$ cat src/rtl/acq_seq_pkg.sv
package acq_seq_pkg;
  typedef enum logic [2:0] {
    S_IDLE, S_SEEK, S_ASSIGN, S_LAUNCH, S_WAIT, S_EVAL, S_ADV, S_DONE
  } seq_st_e;

  typedef enum logic {
    ORD_DLY_FIRST = 1'b0,
    ORD_SAT_FIRST = 1'b1
  } ord_e;
endpackage

$ cat src/rtl/acq_sat_list.sv
module acq_sat_list #(
  parameter int DEPTH = 32,
  parameter int W     = 10,
  localparam int AW   = $clog2(DEPTH)
) (
  input  logic          clk,
  input  logic          we,
  input  logic [AW-1:0] waddr,
  input  logic [W-1:0]  wdata,
  input  logic [AW-1:0] raddr,
  output logic [W-1:0]  rdata
);
  logic [W-1:0] mem [DEPTH];

  always_ff @(posedge clk) begin
    if (we) mem[waddr] <= wdata;
    rdata <= mem[raddr];
  end
endmodule

$ cat src/rtl/acq_result_fifo.sv
module acq_result_fifo #(
  parameter int DEPTH = 8,
  parameter int W     = 26,
  localparam int PW   = $clog2(DEPTH)
) (
  input  logic         clk,
  input  logic         rst,
  input  logic         clr,
  input  logic         push,
  input  logic [W-1:0] din,
  input  logic         pop,
  output logic [W-1:0] dout,
  output logic         valid,
  output logic         full
);
  logic [W-1:0] mem [DEPTH];
  logic [PW-1:0] wp, rp;
  logic [PW:0]   cnt;
  logic do_push, do_pop;

  assign valid   = (cnt != '0);
  assign full    = (cnt == (PW+1)'(DEPTH));
  assign do_push = push && !full;
  assign do_pop  = pop && valid;
  assign dout    = mem[rp];

  always_ff @(posedge clk) begin
    if (do_push) mem[wp] <= din;
  end

  always_ff @(posedge clk) begin
    if (rst || clr) begin
      wp  <= '0;
      rp  <= '0;
      cnt <= '0;
    end else begin
      if (do_push) wp <= (wp == PW'(DEPTH-1)) ? '0 : wp + PW'(1);
      if (do_pop)  rp <= (rp == PW'(DEPTH-1)) ? '0 : rp + PW'(1);
      if (do_push && !do_pop)      cnt <= cnt + (PW+1)'(1);
      else if (do_pop && !do_push) cnt <= cnt - (PW+1)'(1);
    end
  end
endmodule

$ cat src/rtl/acq_search_seq.sv
module acq_search_seq
  import acq_seq_pkg::*;
#(
  parameter int NUM_CH     = 4,
  parameter int TAPS       = 32,
  parameter int LIST_DEPTH = 32,
  parameter int SEED_W     = 10,
  parameter int DLY_W      = 16,
  parameter int TGT_W      = 4,
  parameter int FIFO_DEPTH = 8,
  localparam int SAT_W     = $clog2(LIST_DEPTH),
  localparam int CH_W      = (NUM_CH > 1) ? $clog2(NUM_CH) : 1,
  localparam int SUM_W     = DLY_W + 1,
  localparam int STEP      = TAPS * NUM_CH
) (
  input  logic                     clk,
  input  logic                     rst,
  input  logic                     start,
  input  logic                     order,
  input  logic [SAT_W:0]           num_sats,
  input  logic [DLY_W-1:0]         delay_space,
  input  logic [TGT_W-1:0]         det_target,
  input  logic                     lst_we,
  input  logic [SAT_W-1:0]         lst_addr,
  input  logic [SEED_W-1:0]        lst_seed,
  output logic [NUM_CH-1:0]        ch_start,
  output logic [NUM_CH*SEED_W-1:0] ch_seed,
  output logic [NUM_CH*DLY_W-1:0]  ch_offset,
  input  logic [NUM_CH-1:0]        ch_dump,
  input  logic [NUM_CH-1:0]        ch_detect,
  input  logic                     res_pop,
  output logic                     res_valid,
  output logic [SEED_W-1:0]        res_seed,
  output logic [DLY_W-1:0]         res_offset,
  output logic                     done,
  output logic                     incomplete
);
  localparam logic [CH_W-1:0] K_LAST = CH_W'(NUM_CH - 1);

  seq_st_e st;
  ord_e    ord_q;
  logic [SAT_W:0]     n_q, s_cur;
  logic [DLY_W-1:0]   space_q, d_cur;
  logic [TGT_W-1:0]   tgt_q, det_cnt;
  logic [CH_W-1:0]    k, rd_k_q;
  logic               rd_v_q, done_r, inc_r;
  logic [NUM_CH-1:0]  act_r, pend_r, hit_r, start_r;
  logic [LIST_DEPTH-1:0] det_flag;
  logic [SEED_W-1:0]  seed_r [NUM_CH];
  logic [DLY_W-1:0]   off_r  [NUM_CH];
  logic [SAT_W-1:0]   sidx_r [NUM_CH];

  logic [SEED_W-1:0]  list_q;
  logic [SAT_W-1:0]   s_idx, e_sidx;
  logic               in_list, rec, run_go, fifo_full;
  logic [SUM_W-1:0]   k_off, blk_next, step_next, space_w;

  assign s_idx     = s_cur[SAT_W-1:0];
  assign in_list   = (s_cur < n_q);
  assign space_w   = SUM_W'(space_q);
  assign k_off     = SUM_W'(d_cur) + SUM_W'(k) * SUM_W'(TAPS);
  assign blk_next  = SUM_W'(d_cur) + SUM_W'(TAPS);
  assign step_next = SUM_W'(d_cur) + SUM_W'(STEP);
  assign e_sidx    = sidx_r[k];
  assign rec       = (st == S_EVAL) && act_r[k] && hit_r[k] && !det_flag[e_sidx]
                     && (det_cnt < tgt_q) && !fifo_full;
  assign run_go    = start && ((st == S_IDLE) || (st == S_DONE));

  acq_sat_list #(.DEPTH(LIST_DEPTH), .W(SEED_W)) u_list (
    .clk(clk), .we(lst_we), .waddr(lst_addr), .wdata(lst_seed),
    .raddr(s_idx), .rdata(list_q)
  );

  acq_result_fifo #(.DEPTH(FIFO_DEPTH), .W(SEED_W + DLY_W)) u_fifo (
    .clk(clk), .rst(rst), .clr(run_go), .push(rec),
    .din({seed_r[k], off_r[k]}), .pop(res_pop),
    .dout({res_seed, res_offset}), .valid(res_valid), .full(fifo_full)
  );

  always_ff @(posedge clk) begin
    if (rst) begin
      st <= S_IDLE;
      ord_q <= ORD_DLY_FIRST;
      n_q <= '0; s_cur <= '0; space_q <= '0; d_cur <= '0;
      tgt_q <= '0; det_cnt <= '0; k <= '0; rd_k_q <= '0; rd_v_q <= 1'b0;
      done_r <= 1'b0; inc_r <= 1'b0;
      act_r <= '0; pend_r <= '0; hit_r <= '0; start_r <= '0; det_flag <= '0;
      for (int j = 0; j < NUM_CH; j++) begin
        seed_r[j] <= '0; off_r[j] <= '0; sidx_r[j] <= '0;
      end
    end else begin
      start_r <= '0;
      rd_v_q  <= 1'b0;
      if (rd_v_q) seed_r[rd_k_q] <= list_q;
      case (st)
        S_IDLE, S_DONE: begin
          if (start) begin
            ord_q <= ord_e'(order);
            n_q <= num_sats; space_q <= delay_space; tgt_q <= det_target;
            det_flag <= '0; det_cnt <= '0; s_cur <= '0; d_cur <= '0; k <= '0;
            act_r <= '0; done_r <= 1'b0; inc_r <= 1'b0;
            st <= (order == ORD_SAT_FIRST) ? S_ASSIGN : S_SEEK;
          end
        end
        S_SEEK: begin
          if (!in_list) begin
            done_r <= 1'b1; inc_r <= 1'b1; st <= S_DONE;
          end else if (det_flag[s_idx]) begin
            s_cur <= s_cur + 1'b1;
          end else begin
            k <= '0; st <= S_ASSIGN;
          end
        end
        S_ASSIGN: begin
          if (ord_q == ORD_DLY_FIRST) begin
            act_r[k]  <= (k_off < space_w);
            sidx_r[k] <= s_idx;
            off_r[k]  <= k_off[DLY_W-1:0];
            rd_v_q <= 1'b1; rd_k_q <= k;
            if (k == K_LAST) st <= S_LAUNCH;
            else k <= k + CH_W'(1);
          end else if (!in_list) begin
            if (k == '0) begin
              s_cur <= '0;
              if (blk_next >= space_w) begin
                done_r <= 1'b1; inc_r <= 1'b1; st <= S_DONE;
              end else begin
                d_cur <= blk_next[DLY_W-1:0];
              end
            end else begin
              st <= S_LAUNCH;
            end
          end else if (det_flag[s_idx]) begin
            s_cur <= s_cur + 1'b1;
          end else begin
            act_r[k]  <= 1'b1;
            sidx_r[k] <= s_idx;
            off_r[k]  <= d_cur;
            rd_v_q <= 1'b1; rd_k_q <= k;
            s_cur <= s_cur + 1'b1;
            if (k == K_LAST) st <= S_LAUNCH;
            else k <= k + CH_W'(1);
          end
        end
        S_LAUNCH: begin
          start_r <= act_r; pend_r <= act_r; hit_r <= '0;
          st <= S_WAIT;
        end
        S_WAIT: begin
          for (int j = 0; j < NUM_CH; j++) begin
            if (pend_r[j] && ch_dump[j]) begin
              pend_r[j] <= 1'b0;
              hit_r[j]  <= ch_detect[j];
            end
          end
          if ((pend_r & ~ch_dump) == '0) begin
            k <= '0; st <= S_EVAL;
          end
        end
        S_EVAL: begin
          if (rec) begin
            det_flag[e_sidx] <= 1'b1;
            det_cnt <= det_cnt + TGT_W'(1);
          end
          if (k == K_LAST) st <= S_ADV;
          else k <= k + CH_W'(1);
        end
        S_ADV: begin
          act_r <= '0; k <= '0;
          if (det_cnt >= tgt_q) begin
            done_r <= 1'b1; inc_r <= 1'b0; st <= S_DONE;
          end else if (ord_q == ORD_SAT_FIRST) begin
            st <= S_ASSIGN;
          end else if (det_flag[s_idx] || (step_next >= space_w)) begin
            s_cur <= s_cur + 1'b1; d_cur <= '0; st <= S_SEEK;
          end else begin
            d_cur <= step_next[DLY_W-1:0]; st <= S_ASSIGN;
          end
        end
        default: st <= S_IDLE;
      endcase
    end
  end

  for (genvar g = 0; g < NUM_CH; g++) begin : g_out
    assign ch_seed[g*SEED_W +: SEED_W] = seed_r[g];
    assign ch_offset[g*DLY_W +: DLY_W] = off_r[g];
  end

  assign ch_start   = start_r;
  assign done       = done_r;
  assign incomplete = inc_r;
endmodule

$ cat config.mk
export PLATFORM = sky130hd
export DESIGN_NAME = acq_search_seq
export DESIGN_NICKNAME = d
export VERILOG_FILES = /design/src/rtl/acq_seq_pkg.sv /design/src/rtl/acq_sat_list.sv /design/src/rtl/acq_result_fifo.sv /design/src/rtl/acq_search_seq.sv
export SDC_FILE = /design/constraint.sdc
export NUM_CORES = 1
export LEC_CHECK = 0
export BUFFER_PORTS_ARGS = -buffer_cell sky130_fd_sc_hd__buf_2
export CAP_MARGIN = 20
export CELL_PAD_IN_SITES_DETAIL_PLACEMENT = 1
export CELL_PAD_IN_SITES_GLOBAL_PLACEMENT = 1
export CORE_ASPECT_RATIO = 1.5
export CORE_MARGIN = 2
export CORE_UTILIZATION = 50
export CTS_BUF_LIST = sky130_fd_sc_hd__clkbuf_4 sky130_fd_sc_hd__clkbuf_8
export DETAILED_ROUTE_END_ITERATION = 16
export GPL_TIMING_DRIVEN = 1
export PLACE_DENSITY = 0.88
export REMOVE_ABC_BUFFERS = 1
export SLEW_MARGIN = 25
export SYNTH_ARGS = -nofsm -noshare
export SYNTH_HDL_FRONTEND = slang
export SYNTH_HIERARCHICAL = 1
export SYNTH_SLANG_ARGS = --single-unit
$ cat constraint.sdc
create_clock -name clk -period 6.5 [get_ports clk]
set_input_delay 1.3 -clock clk [delete_from_list [all_inputs] [get_ports clk]]
set_output_delay 1.3 -clock clk [all_outputs]
set_load 0.03 [all_outputs]
==> summary.txt <==
Floorplan
  • Site Rows: approximately 120
  • Overall die height: roughly 320 µm
  • Die width: between 200 and 250 µm
  • Core area: between 60000 and 70000 µm²
  • Die area: just under 70000 µm²
  • I/O Pins: roughly 190
  • Initial Util: 0.506

Routing
  • Iter 0 DRT Violations: 1745
  • Vias after detailed routing: 21200
  • Detail Route Antenna Nets: 0
  • Pre-Repair DR Iteration Count: 5
  • Vias per cell: about 6
  • Post-Route WL: between 90000 and 100000 µm
  • DR WL/cell: between 20 and 30 µm
  • Residual DRC: 0

CTS
  • Worst-Skew Late Latency: approximately 0.77 ns
  • Clock transition at the registers of the reported paths: about 0.07 ns
  • Root Buffer: clkbuf_8
  • Postcts setup bufs: 0
  • TritonCTS clock tree: done
  • Sink Count: 767
  • Cts hold-fix bufs: 0
  • Htree depth: 3
  • Clock Path Buffers: 3
  • Post_cts resized: 0
  • CTS Buf Count: around 110

Global routing
  • Largest net degree at the start of global routing: roughly 70
  • Global-route wire length before repair: 141000 µm
  • Number of global-route vias before repair: 22800
  • Grt met1 use: 0.297
  • Tot GR Track Use: 0.272
  • Initial antenna violation count: 2
  • Met2 global-route usage: 0.495
  • Overflow left after global routing: 0
  • GR Util met3: 0.0417
  • Most Crowded Layer GR: met2

STA
  • Clock Skew: between 0.06 and 0.07 ns
  • Final Setup Violations: 0
  • Final Hold Viols: 0
  • Worst-Margin Slew: approximately 1.1 ns
  • Max Slew Vio Count: 0
  • RSZ-0062 raised after global routing: false
  • Post-route minimum period: between 5 and 6 ns
  • Sum of negative setup slack: 0 ns
  • Worst setup margin: about 1.3 ns
  • Max Clk Rate: 0.194 GHz
  • Final critical-path share of the clock period: 0.794
  • Relative slew slack: 0.280

Critical path
  • CP max stage cell: mux4_2
  • Largest delay contributor family on the critical path: multiplexers
  • CP Buf/Inv Count: 3
  • Max incr delay on CP: approximately 0.71 ns
  • Crit-path cells: buf_4, mux4_2, mux4_2, nor2b_1, or4b_4, nor4_4, o41ai_4, inv_1, ha_1, inv_1, ha_1, nand3_1, a211o_1, a211oi_1, a31o_2
  • Critical path fanouts, max: 27
  • Worst Setup End Kind: flop
  • Critical path type: flop to flop
  • Worst endpoint data arrival time: 5.87 ns
  • Worst EP required: around 7 ns
  • CP Launch Type: flop

Pwr
  • P_int: just under 9 mW
  • Leak: 12.7 nW
  • Peak supply drop: approximately 0.00025 V
  • Clock power frac: 0.333
  • Switching Fraction: 0.313
  • Seq pwr share: 0.448
  • Logic gate share of total power: 0.219
  • PD cells: roughly 350 nW/µm²
  • P_sw: 4.07 mW
  • Total Power: between 10 and 15 mW

Synthesis
  • Synth cell types: 77
  • Async SR Flop Fraction: 0
  • #FFs+latches synth: between 700 and 800
  • Synthesized area: 33300 µm²
  • YS warnings: 6
  • Syn Area/Cell: 14.6 µm²
  • Number of flops mapped to enable cells by yosys: ~640
  • Seq/Total Area, Yosys: 0.652
  • Dominant synthesized flop cell: edfxtp_1
  • Syn Inst Count: around 2300

Min path
  • Hold Crit Class: flop to flop

Layout
  • Most frequent cells in the layout: edfxtp_1, buf_2, mux2i_1
  • Share of cells above drive strength 1: 0.216
  • Layout Nets: about 2600
  • Final Util: 0.568
  • P&R area growth vs syn: 12.2%
  • Commonest non-fill, non-tap cell in the layout: edfxtp_1

Placed design
  • # port buffers: 191
  • Worst slack, placed: about 1.7 ns
  • Detailed placement HPWL: between 60000 and 70000 µm
  • Final weighted congestion in routability-driven placement: 0.875

Outcome
  • Outcome: complete, no violations

Run
  • Max-Cap Viols: 0
[registers in the layout (all words and copies together) (netlist names), 4 cells and up, named ones only]
register      flops
u_list/rdata     10
act_r             4
tgt_q             4
sidx_r           20
u_fifo/cnt        4
n_q               6
pend_r            4
off_r            48
u_fifo/mem      208
det_cnt           4
s_cur             6
space_q          16
hit_r             4
d_cur            11
seed_r           40
det_flag         32
ch_start          4
u_list/mem      320
[worst min-delay path, delay by kind of cell (launching register included)]
kind,cells,cell delay [ns]
AO/OA/AOI/OAI,1,0.05
flip-flops,1,0.31
AND/OR/NAND/NOR,1,0.05
[kinds of logic (layout without fill, tap and decap cells)]
group / after synthesis / after routing / share of synthesized area
AO/OA/AOI/OAI: 336 / 336 / 0.0649
other: 1 / 6 / 0.000113
buffers and inverters: 184 / 471 / 0.0311
adder cells (fa/ha/maj): 58 / 58 / 0.0222
AND/OR/NAND/NOR: 587 / 587 / 0.0898
XOR/XNOR: 39 / 39 / 0.0103
multiplexers: 305 / 305 / 0.129
flip-flops: 767 / 767 / 0.652
[final cells by class]
cell class | count | area (µm²)
tap | 877 | 1100
fill | 6337 | 28400
sequential | 767 | 21700
clock buffer | 141 | 1820
timing repair buffer | 220 | 1180
antenna | 2 | 5.00
clock inverter | 69 | 688
multi-input combinational | 1329 | 10700
inverter | 41 | 154
[final timing paths]
| path | startpoint | endpoint | slack, ns | depth (start not counted) |
|---|---|---|---|---|
| min | n_q[3]$_SDFFE_PP0P_ | n_q[3]$_SDFFE_PP0P_ | 0.46 | 2 |
| max | flop | u_fifo/cnt[3]$_SDFFE_PP0P_ | 1.34 | 15 |
| max reg2reg | flop | u_fifo/cnt[3]$_SDFFE_PP0P_ | 1.34 | 15 |
| min reg2reg | n_q[3]$_SDFFE_PP0P_ | n_q[3]$_SDFFE_PP0P_ | 0.46 | 2 |
[power groups by stage]
| stage | registers [mW] | logic, mW | clock network (mW) |
|---|---|---|---|
| 2_1_floorplan | 6.19 | 1.78 | 0 |
| 3_3_place_gp | 5.90 | 2.64 | 0 |
| 3_5_place_dp | 5.93 | 2.78 | 0 |
| 4_1_cts | 5.83 | 2.82 | 4.39 |
| 5_1_grt | 5.85 | 3.03 | 4.58 |
| 6_report | 5.83 | 2.85 | 4.34 |
[metrics by stage]
stage	instances	area, µm²	hold WS [ns]
floorplan	2137	32400	0.425
CTS	3444	37300	0.458
detailed placement	3234	34800	0.450
global route	3446	37400	0.488
finish	3446	37400	0.460
global placement	3234	34800	0.439
[synthesized netlist by cell type (12+ instances only)]
master | number | area, µm²
nand3_1 | 60 | 300
and2_1 | 53 | 332
a21oi_1 | 106 | 531
xor2_1 | 18 | 158
mux4_2 | 37 | 833
o21ai_0 | 31 | 155
a22o_1 | 26 | 228
nor2_1 | 134 | 503
buf_1 | 12 | 45.0
buf_2 | 19 | 95.1
ha_1 | 56 | 701
and3_1 | 24 | 150
o21ai_1 | 32 | 160
nand2_1 | 173 | 649
edfxtp_1 | 636 | 19100
buf_4 | 20 | 150
xnor2_1 | 21 | 184
inv_1 | 37 | 139
dfxtp_1 | 131 | 2620
a22oi_1 | 41 | 308
a31oi_1 | 24 | 150
mux4_1 | 46 | 1210
mux2_2 | 34 | 383
buf_6 | 16 | 180
nand4_1 | 19 | 119
nand2b_1 | 13 | 81.3
nor2b_1 | 18 | 113
clkbuf_1 | 68 | 255
mux2i_1 | 188 | 1880
nor3_1 | 22 | 110
[per-layer routing]
metal	routed length (µm)	part of all wire	up-vias
li1	-	-	9128
met1	33300	0.35	10800
met2	50000	0.53	1002
met3	5590	0.059	306
met4	5500	0.058	0
met5	0	0	-
Power figures use the tool's default switching activity.
